**config.mk**
```make
export PLATFORM = sky130hd
export DESIGN_NAME = dbgpio_atr_ctrl
export DESIGN_NICKNAME = d
export VERILOG_FILES = /design/src/rtl/dbgpio_pkg.sv /design/src/rtl/dbgpio_sync.sv /design/src/rtl/dbgpio_regfile.sv /design/src/rtl/dbgpio_atr_pick.sv /design/src/rtl/dbgpio_pin_mux.sv /design/src/rtl/dbgpio_atr_ctrl.sv
export SDC_FILE = /design/constraint.sdc
export NUM_CORES = 1
export LEC_CHECK = 0
export BUFFER_PORTS_ARGS = -buffer_cell sky130_fd_sc_hd__buf_2
export CORE_UTILIZATION = 30
export CTS_BUF_LIST = sky130_fd_sc_hd__clkbuf_8
export CTS_CLUSTER_SIZE = 24
export DETAILED_ROUTE_END_ITERATION = 10
export GPL_ROUTABILITY_DRIVEN = 0
export HOLD_SLACK_MARGIN = 0.08
export SYNTH_ARGS = -nofsm -noshare
export SYNTH_HDL_FRONTEND = slang
export SYNTH_HIERARCHICAL = 1
export SYNTH_SLANG_ARGS = --single-unit
```
**constraint.sdc**
```tcl
create_clock -name clk -period 1.85 [get_ports clk]
set_input_delay 0.0925 -clock clk [delete_from_list [all_inputs] [get_ports clk]]
set_output_delay 0.0925 -clock clk [all_outputs]
set_load 0.01 [all_outputs]
```
**src/rtl/dbgpio_pkg.sv**
```systemverilog
package dbgpio_pkg;

    // Per-pin output source codes
    typedef enum logic [1:0] {
        SRC_SW   = 2'd0,
        SRC_ATR  = 2'd1,
        SRC_DBG0 = 2'd2,
        SRC_DBG1 = 2'd3
    } pin_src_e;

    // Radio state; the encoding doubles as the pattern-word index
    typedef enum logic [1:0] {
        RADIO_IDLE = 2'd0,
        RADIO_TX   = 2'd1,
        RADIO_RX   = 2'd2,
        RADIO_FULL = 2'd3
    } radio_state_e;

    // Pin-space word offsets
    localparam logic [1:0] PW_DATA  = 2'd0;
    localparam logic [1:0] PW_DIR   = 2'd1;
    localparam logic [1:0] PW_TXSEL = 2'd2;
    localparam logic [1:0] PW_RXSEL = 2'd3;

    localparam int SEL_W     = 2;
    localparam int N_PATTERN = 4;
    localparam int ADDR_W    = 2;

    function automatic radio_state_e radio_state(input logic tx, input logic rx);
        return radio_state_e'({rx, tx});
    endfunction

endpackage

```
**src/rtl/dbgpio_sync.sv**
```systemverilog
module dbgpio_sync #(
    parameter int W      = 32,
    parameter int STAGES = 2
) (
    input  logic         clk,
    input  logic         rst,
    input  logic [W-1:0] d,
    output logic [W-1:0] q
);
    logic [STAGES-1:0][W-1:0] stg;

    always_ff @(posedge clk) begin
        if (rst) begin
            stg <= '0;
        end else begin
            stg[0] <= d;
            for (int s = 1; s < STAGES; s++) begin
                stg[s] <= stg[s-1];
            end
        end
    end

    assign q = stg[STAGES-1];
endmodule

```
**src/rtl/dbgpio_regfile.sv**
```systemverilog
module dbgpio_regfile
    import dbgpio_pkg::*;
#(
    parameter int BANK_W = 16,
    localparam int PIN_W = 2 * BANK_W
) (
    input  logic                                  clk,
    input  logic                                  rst,
    input  logic                                  reg_wr,
    input  logic                                  reg_sel_atr,
    input  logic [ADDR_W-1:0]                     reg_addr,
    input  logic [PIN_W-1:0]                      reg_wdata,
    output logic [PIN_W-1:0]                      reg_rdata,
    input  logic [PIN_W-1:0]                      sync_in,
    output logic [PIN_W-1:0]                      sw_data,
    output logic [PIN_W-1:0]                      dir,
    output logic [SEL_W*PIN_W-1:0]                sel_vec,
    output logic [N_PATTERN-1:0][PIN_W-1:0]       patterns
);
    logic [PIN_W-1:0]                data_q, dir_q, txsel_q, rxsel_q;
    logic [N_PATTERN-1:0][PIN_W-1:0] pat_q;

    always_ff @(posedge clk) begin
        if (rst) begin
            data_q  <= '0;
            dir_q   <= '0;
            txsel_q <= '0;
            rxsel_q <= '0;
            pat_q   <= '0;
        end else if (reg_wr) begin
            if (reg_sel_atr) begin
                pat_q[reg_addr] <= reg_wdata;
            end else begin
                case (reg_addr)
                    PW_DATA:  data_q  <= reg_wdata;
                    PW_DIR:   dir_q   <= reg_wdata;
                    PW_TXSEL: txsel_q <= reg_wdata;
                    default:  rxsel_q <= reg_wdata;
                endcase
            end
        end
    end

    always_comb begin
        if (reg_sel_atr) begin
            reg_rdata = pat_q[reg_addr];
        end else begin
            case (reg_addr)
                PW_DATA:  reg_rdata = sync_in;
                PW_DIR:   reg_rdata = dir_q;
                PW_TXSEL: reg_rdata = txsel_q;
                default:  reg_rdata = rxsel_q;
            endcase
        end
    end

    assign sw_data  = data_q;
    assign dir      = dir_q;
    // RX pins occupy the low half, so pin i's field sits at [2i+1:2i]
    assign sel_vec  = {txsel_q, rxsel_q};
    assign patterns = pat_q;
endmodule

```
**src/rtl/dbgpio_atr_pick.sv**
```systemverilog
module dbgpio_atr_pick
    import dbgpio_pkg::*;
#(
    parameter int PIN_W = 32
) (
    input  logic                            tx_active,
    input  logic                            rx_active,
    input  logic [N_PATTERN-1:0][PIN_W-1:0] patterns,
    output logic [PIN_W-1:0]                atr_val
);
    radio_state_e st;

    assign st      = radio_state(tx_active, rx_active);
    assign atr_val = patterns[st];
endmodule

```
**src/rtl/dbgpio_pin_mux.sv**
```systemverilog
module dbgpio_pin_mux
    import dbgpio_pkg::*;
#(
    parameter int PIN_W = 32
) (
    input  logic [SEL_W*PIN_W-1:0] sel_vec,
    input  logic [PIN_W-1:0]       dir,
    input  logic [PIN_W-1:0]       sw_data,
    input  logic [PIN_W-1:0]       atr_val,
    input  logic [PIN_W-1:0]       dbg0,
    input  logic [PIN_W-1:0]       dbg1,
    output logic [PIN_W-1:0]       pad_out,
    output logic [PIN_W-1:0]       pad_oe
);
    for (genvar p = 0; p < PIN_W; p++) begin : g_pin
        pin_src_e src;
        logic     v;

        assign src = pin_src_e'(sel_vec[SEL_W*p +: SEL_W]);

        always_comb begin
            case (src)
                SRC_SW:   v = sw_data[p];
                SRC_ATR:  v = atr_val[p];
                SRC_DBG0: v = dbg0[p];
                default:  v = dbg1[p];
            endcase
        end

        assign pad_out[p] = dir[p] & v;
        assign pad_oe[p]  = dir[p];
    end
endmodule

```
**src/rtl/dbgpio_atr_ctrl.sv**
```systemverilog
module dbgpio_atr_ctrl
    import dbgpio_pkg::*;
#(
    parameter int BANK_W      = 16,
    parameter int SYNC_STAGES = 2,
    localparam int PIN_W      = 2 * BANK_W
) (
    input  logic              clk,
    input  logic              rst,
    input  logic              reg_wr,
    input  logic              reg_sel_atr,
    input  logic [1:0]        reg_addr,
    input  logic [PIN_W-1:0]  reg_wdata,
    output logic [PIN_W-1:0]  reg_rdata,
    input  logic              tx_active,
    input  logic              rx_active,
    input  logic [PIN_W-1:0]  dbg0,
    input  logic [PIN_W-1:0]  dbg1,
    input  logic [PIN_W-1:0]  pad_in,
    output logic [PIN_W-1:0]  pad_out,
    output logic [PIN_W-1:0]  pad_oe
);
    logic [PIN_W-1:0]                sync_in, sw_data, dir, atr_val;
    logic [SEL_W*PIN_W-1:0]          sel_vec;
    logic [N_PATTERN-1:0][PIN_W-1:0] patterns;

    dbgpio_sync #(.W(PIN_W), .STAGES(SYNC_STAGES)) u_sync (
        .clk (clk),
        .rst (rst),
        .d   (pad_in),
        .q   (sync_in)
    );

    dbgpio_regfile #(.BANK_W(BANK_W)) u_regs (
        .clk         (clk),
        .rst         (rst),
        .reg_wr      (reg_wr),
        .reg_sel_atr (reg_sel_atr),
        .reg_addr    (reg_addr),
        .reg_wdata   (reg_wdata),
        .reg_rdata   (reg_rdata),
        .sync_in     (sync_in),
        .sw_data     (sw_data),
        .dir         (dir),
        .sel_vec     (sel_vec),
        .patterns    (patterns)
    );

    dbgpio_atr_pick #(.PIN_W(PIN_W)) u_pick (
        .tx_active (tx_active),
        .rx_active (rx_active),
        .patterns  (patterns),
        .atr_val   (atr_val)
    );

    dbgpio_pin_mux #(.PIN_W(PIN_W)) u_mux (
        .sel_vec (sel_vec),
        .dir     (dir),
        .sw_data (sw_data),
        .atr_val (atr_val),
        .dbg0    (dbg0),
        .dbg1    (dbg1),
        .pad_out (pad_out),
        .pad_oe  (pad_oe)
    );
endmodule

```
# Word level (Yosys, flattened, before mapping)
# Index checks and enable logic that the tools add are counted.
# Widths: inputs -> output; s select.
[word_totals] elab_cells=194 input_bits=136 register_bits=320 output_inout_bits=96
[classes] n_lt_le_gt_ge=3 n_eq_ne=66 mux=41 n_reduce_logical=40 bitwise_logic=34
[ops] operator="$bmux 32 s2" n=2
[ops] operator="$bwmux 128" n=1
[ops] operator="$mux 32" n=4
[ops] operator="$pmux 1 s3" n=32
[ops] operator="$pmux 32 s3" n=1
[ops] operator="$eq 2x1->1 const B" n=33
[ops] operator="$eq 2x2->1 const B" n=33
[ops] operator="$logic_not 2->1" n=33
[ops] operator="$demux 32 s2" n=1
[ops] operator="$and 1x1->1" n=32
[ops] operator="$reduce_and 3->1" n=4
[ops] operator="$lt 2x3->1 const B" n=2
[ops] operator="$reduce_or 3->1" n=1
[ops] operator="$ge 2x1->1 const B" n=1
[ops] operator="$not 1->1" n=2
[ops] operator="$reduce_and 2->1" n=1
[ops] operator="$logic_and 1x1->1" n=1

# Depth between registers and ports, before layout
[depth] word_depth=5 ltp_mapped=7

# Modules after synthesis
# Netlist, hierarchy kept.
[by_module_without_submodules] mod="dbgpio_regfile" area_each_um2=10959.3 cells_per_inst=1278 instances=1 seq_area_each_um2=5124.9
[by_module_without_submodules] mod="dbgpio_sync" area_each_um2=2158.3 cells_per_inst=167 instances=1 seq_area_each_um2=1281.2
[by_module_without_submodules] mod="dbgpio_pin_mux" area_each_um2=1161.1 cells_per_inst=96 instances=1 seq_area_each_um2=0.0
[by_module_without_submodules] mod="dbgpio_atr_pick" area_each_um2=814.5 cells_per_inst=39 instances=1 seq_area_each_um2=0.0

# Least setup slack after synthesis
# OpenSTA, ideal clock, no wires.
[synth_timing] kind="input to output" startpoint="in tx_active" endpoint="out pad_out[10]" setup_slack_ns=0.296 stages=5 t_arrival_ns=1.462 path_buffers=2 required_time_ns=1.757 cell_sequence="buf_6 -> buf_12 -> mux4_2 -> mux4_2 -> and2_1"
[synth_via] elab_chain_cells=4
[synth_rtl] element="start, declared" line="dbgpio_atr_ctrl.sv:15" text="input logic tx_active,"
[synth_rtl] element="$bmux 32 s2" line="dbgpio_atr_pick.sv:14" text="assign atr_val = patterns[st];"
[synth_rtl] element="$mux 32 (not written as such)" line="dbgpio_atr_pick.sv:14"
[synth_rtl] element="net atr_val[10]" line="dbgpio_atr_ctrl.sv:23" text="logic [PIN_W-1:0] sync_in, sw_data, dir, atr_val;"
[synth_rtl] element="$pmux 1 s3" line="dbgpio_pin_mux.sv:22" text="case (src)"
[synth_rtl] element="$and 1x1->1" line="dbgpio_pin_mux.sv:30" text="assign pad_out[p] = dir[p] & v;"
[synth_rtl] element="end, declared" line="dbgpio_atr_ctrl.sv:20" text="output logic [PIN_W-1:0] pad_out,"
# The timed path passes the listed nets, and every way through them passes these cells. The select of a mux whose other input is x is not followed.

# Final worst setup path
[layout_timing] startpoint="reg u_regs.pat_q, in the netlist u_regs/patterns[12]" endpoint="out pad_out[12]"
[layout_via] elab_chain_cells=4
[layout_rtl] element="start, declared" line="dbgpio_regfile.sv:21" text="logic [N_PATTERN-1:0][PIN_W-1:0] pat_q;"
[layout_rtl] element="start signal, assigned by index" line="dbgpio_regfile.sv:32" text="pat_q[reg_addr] <= reg_wdata;"
[layout_rtl] element="$bmux 32 s2" line="dbgpio_atr_pick.sv:14"
[layout_rtl] element="$mux 32 (not written as such)" line="dbgpio_atr_pick.sv:14"
[layout_rtl] element="net atr_val[12]" line="dbgpio_atr_ctrl.sv:23"
[layout_rtl] element="$pmux 1 s3" line="dbgpio_pin_mux.sv:22"
[layout_rtl] element="$and 1x1->1" line="dbgpio_pin_mux.sv:30"
# The timed path passes the listed nets, and every way through them passes these cells. The select of a mux whose other input is x is not followed.

==> flow_metrics.tcl <==
set metrics [dict create \
    drt-initial-drc-count 1246 \
    worst_slack_ps -497.7 \
    final_nets 2004 \
    rsz0062_at_grt "true" \
    min_period_ps 2348 \
    synth_fp_nets 1716 \
    crit_top_cell "mux4_2" \
    finalCritPeriodShare 1.269 \
    die_area_sq_mm 0.05121 \
    cap_viol_max_count 0 \
    regArea_sq_mm 0.006564 \
    synthCells 1580 \
    finalClockSkew_ps 20.70 \
    fp.dieH_um 226.3 \
    path_cells "mux4_2 > mux4_2 > and2_4 > buf_6" \
    synth_area_sq_mm 0.01509 \
    placed_area_sq_mm 0.01655 \
    cts_tree "yes" \
    drc 0 \
    path_max_fanout 3 \
    htreeDepth 2 \
    ioPinCount 232 \
    synth-seq-cells 320 \
    clkLatencyLatePin_ps 650 \
    grt_pass1_vias 12630 \
    clockBufferDepth 3 \
    slowest_delay_ps 510 \
    rows 81 \
    avgViaCountPerCell 5.106 \
    power_density_mw_per_mm2 770.5 \
    dp_worst_setup_slack_ps -61.59 \
    utilization 0.4044 \
    crit_slowest_cell "mux4_2" \
    area_delta_synth_final_pct 31.97 \
    busiest_layer "met2" \
    grt_use_total 0.2146 \
    antenna_cells 0 \
    antenna_found_initial 5 \
    slew_headroom 0.6672 \
    multi_input_area_sq_mm 0.007594 \
    hpwl_um 37460 \
    routedWlPerCell_um 21.75 \
    crit_type "reg -> out" \
    grt_first_pass_wirelength_um 80720 \
    arrival_ps 2260 \
    slew_violations 0 \
    use_met3 0.05546 \
    required_ps 1760 \
    cts-root-buf "clkbuf_8" \
    final_cell_mix "nand2_1, a21oi_1, dfxtp_1" \
    outcome "complete, but fails checks" \
    seq_area_frac_synth 0.4244 \
    layout_commonest_cell "nand2_1" \
    initial_core_util 0.3064 \
    whs_ps 187.1 \
    first_pass_iters 5 \
    cts_buffers 56 \
    route.vias.total 13110 \
    drive_above_1_share 0.4139 \
    grt_overflow 0 \
    vdd_drop_max_mv 0.5792 \
    grt_use_met1 0.2760 \
    total_power_mw 15.35 \
    grt_max_degree 102 \
    worst_pin_slew_ps 499.2 \
    yosysUniqueCellTypes 25 \
    hold_path_class "in -> reg" \
    post_synth.cell_area_avg_sq_um 9.553 \
    ant_nets 0 \
    p_leak_nw 7.651 \
    violations "negative setup slack" \
    hold_violations 0 \
    fin_area_sq_mm 0.01992 \
    routed_wirelength_um 55850 \
    core_area_sq_mm 0.04925 \
    clk_pin_slew_ps 70 \
    startpoint_type "register" \
    clock_sinks 320 \
    clock.fmax_mhz 425.9 \
    worst_setup_path_end_kind "primary output" \
    grtUsageMet2 0.3538 \
    ys_warn_count 6 \
    fill_cells 4787 \
    die_width_um 226.3 \
    port_buffers 231 \
    setup_viol 64 \
]
-- through the flow --
step | std cells | TNS, ps
after floorplan | 1580 | 0
after global placement | 2316 | -219.8
after detailed placement | 2316 | -434.1
after CTS | 2561 | -22570
after global routing | 2568 | -23880
final | 2568 | -19340
-- repair_timing --
action,4_1_cts,5_1_grt
gates resized for setup,235,62
gates cloned,0,0
pin swaps,27,0
setup endpoints to repair,64,64
endpoints found under the hold margin,320,0
hold buffers,97,0
buffers inserted,54,24
-- critical path, delay by kind of cell, from the launching register on --
kind | cells | cell delay [ps]
buffers and inverters | 1 | 110
AND/OR/NAND/NOR | 1 | 180
flip-flops | 1 | 330
multiplexers | 2 | 990
-- cells in the mapped netlist, drive strengths merged --
library cell / count / share of area
nand4b: 3 / 0.0017
and2: 32 / 0.013
clkbuf: 58 / 0.014
and4bb: 1 / 0.00083
nor4bb: 2 / 0.0013
nand2: 512 / 0.13
and4b: 3 / 0.0020
buf: 162 / 0.073
nor4b: 1 / 0.00099
a21oi: 256 / 0.085
mux4: 128 / 0.19
or4b: 1 / 0.00066
nand4: 1 / 0.00041
nand4bb: 3 / 0.0022
and4: 1 / 0.00058
nor2b: 64 / 0.036
dfxtp: 320 / 0.42
mux2: 32 / 0.024
-- power breakdown --
part	switching [mW]	leakage, nW	internal, mW	total, mW
Combinational	0.837	4.36	0.825	1.66
Sequential	0.145	2.66	7.08	7.22
Clock	3.02	0.635	3.45	6.46
Total	4.00	7.65	11.3	15.3
-- kinds of logic (layout without fill, tap and decap cells) --
| group | Yosys count | after routing | synth area share |
|---|---|---|---|
| AO/OA/AOI/OAI | 256 | 256 | 0.08489 |
| buffers and inverters | 220 | 544 | 0.08746 |
| flip-flops | 320 | 320 | 0.4244 |
| multiplexers | 160 | 160 | 0.2154 |
| AND/OR/NAND/NOR | 624 | 624 | 0.1878 |
-- registers in the layout (all words and copies together), names as in the netlist --
register and cells:
u_regs/patterns 128, u_regs/dir 32, u_regs/rxsel_q 32, u_regs/sw_data 32, u_regs/txsel_q 32, u_sync/q 32, u_sync/stg 32
-- per-layer routing --
metal,vias up,wire length (um)
met3,111,4822
met2,669,26750
met1,6459,22820
met4,6,1422
met5,-,36
li1,5867,-
-- worst paths after layout --
kind	startpoint	cells past startpoint	endpoint	slack (ps)
setup / recovery	u_regs/patterns[12]	4	pad_out[12]	-500
hold reg to reg	u_sync/stg[1]	1	u_sync/q[1]	440
setup reg to reg	u_regs/rxsel_q[29]	3	u_regs/rxsel_q[29]	600
hold / removal	reg_addr[0]	5	u_regs/patterns[125]	190
-- layout make-up --
class | instances | share of cell area
clock inverters | 26 | 0.008104
flip-flops and latches | 320 | 0.3295
well taps | 664 | 0.04171
repair buffers | 450 | 0.1924
multi-input cells | 1040 | 0.3812
clock buffers | 68 | 0.04699
Power figures use the tool's default switching activity.
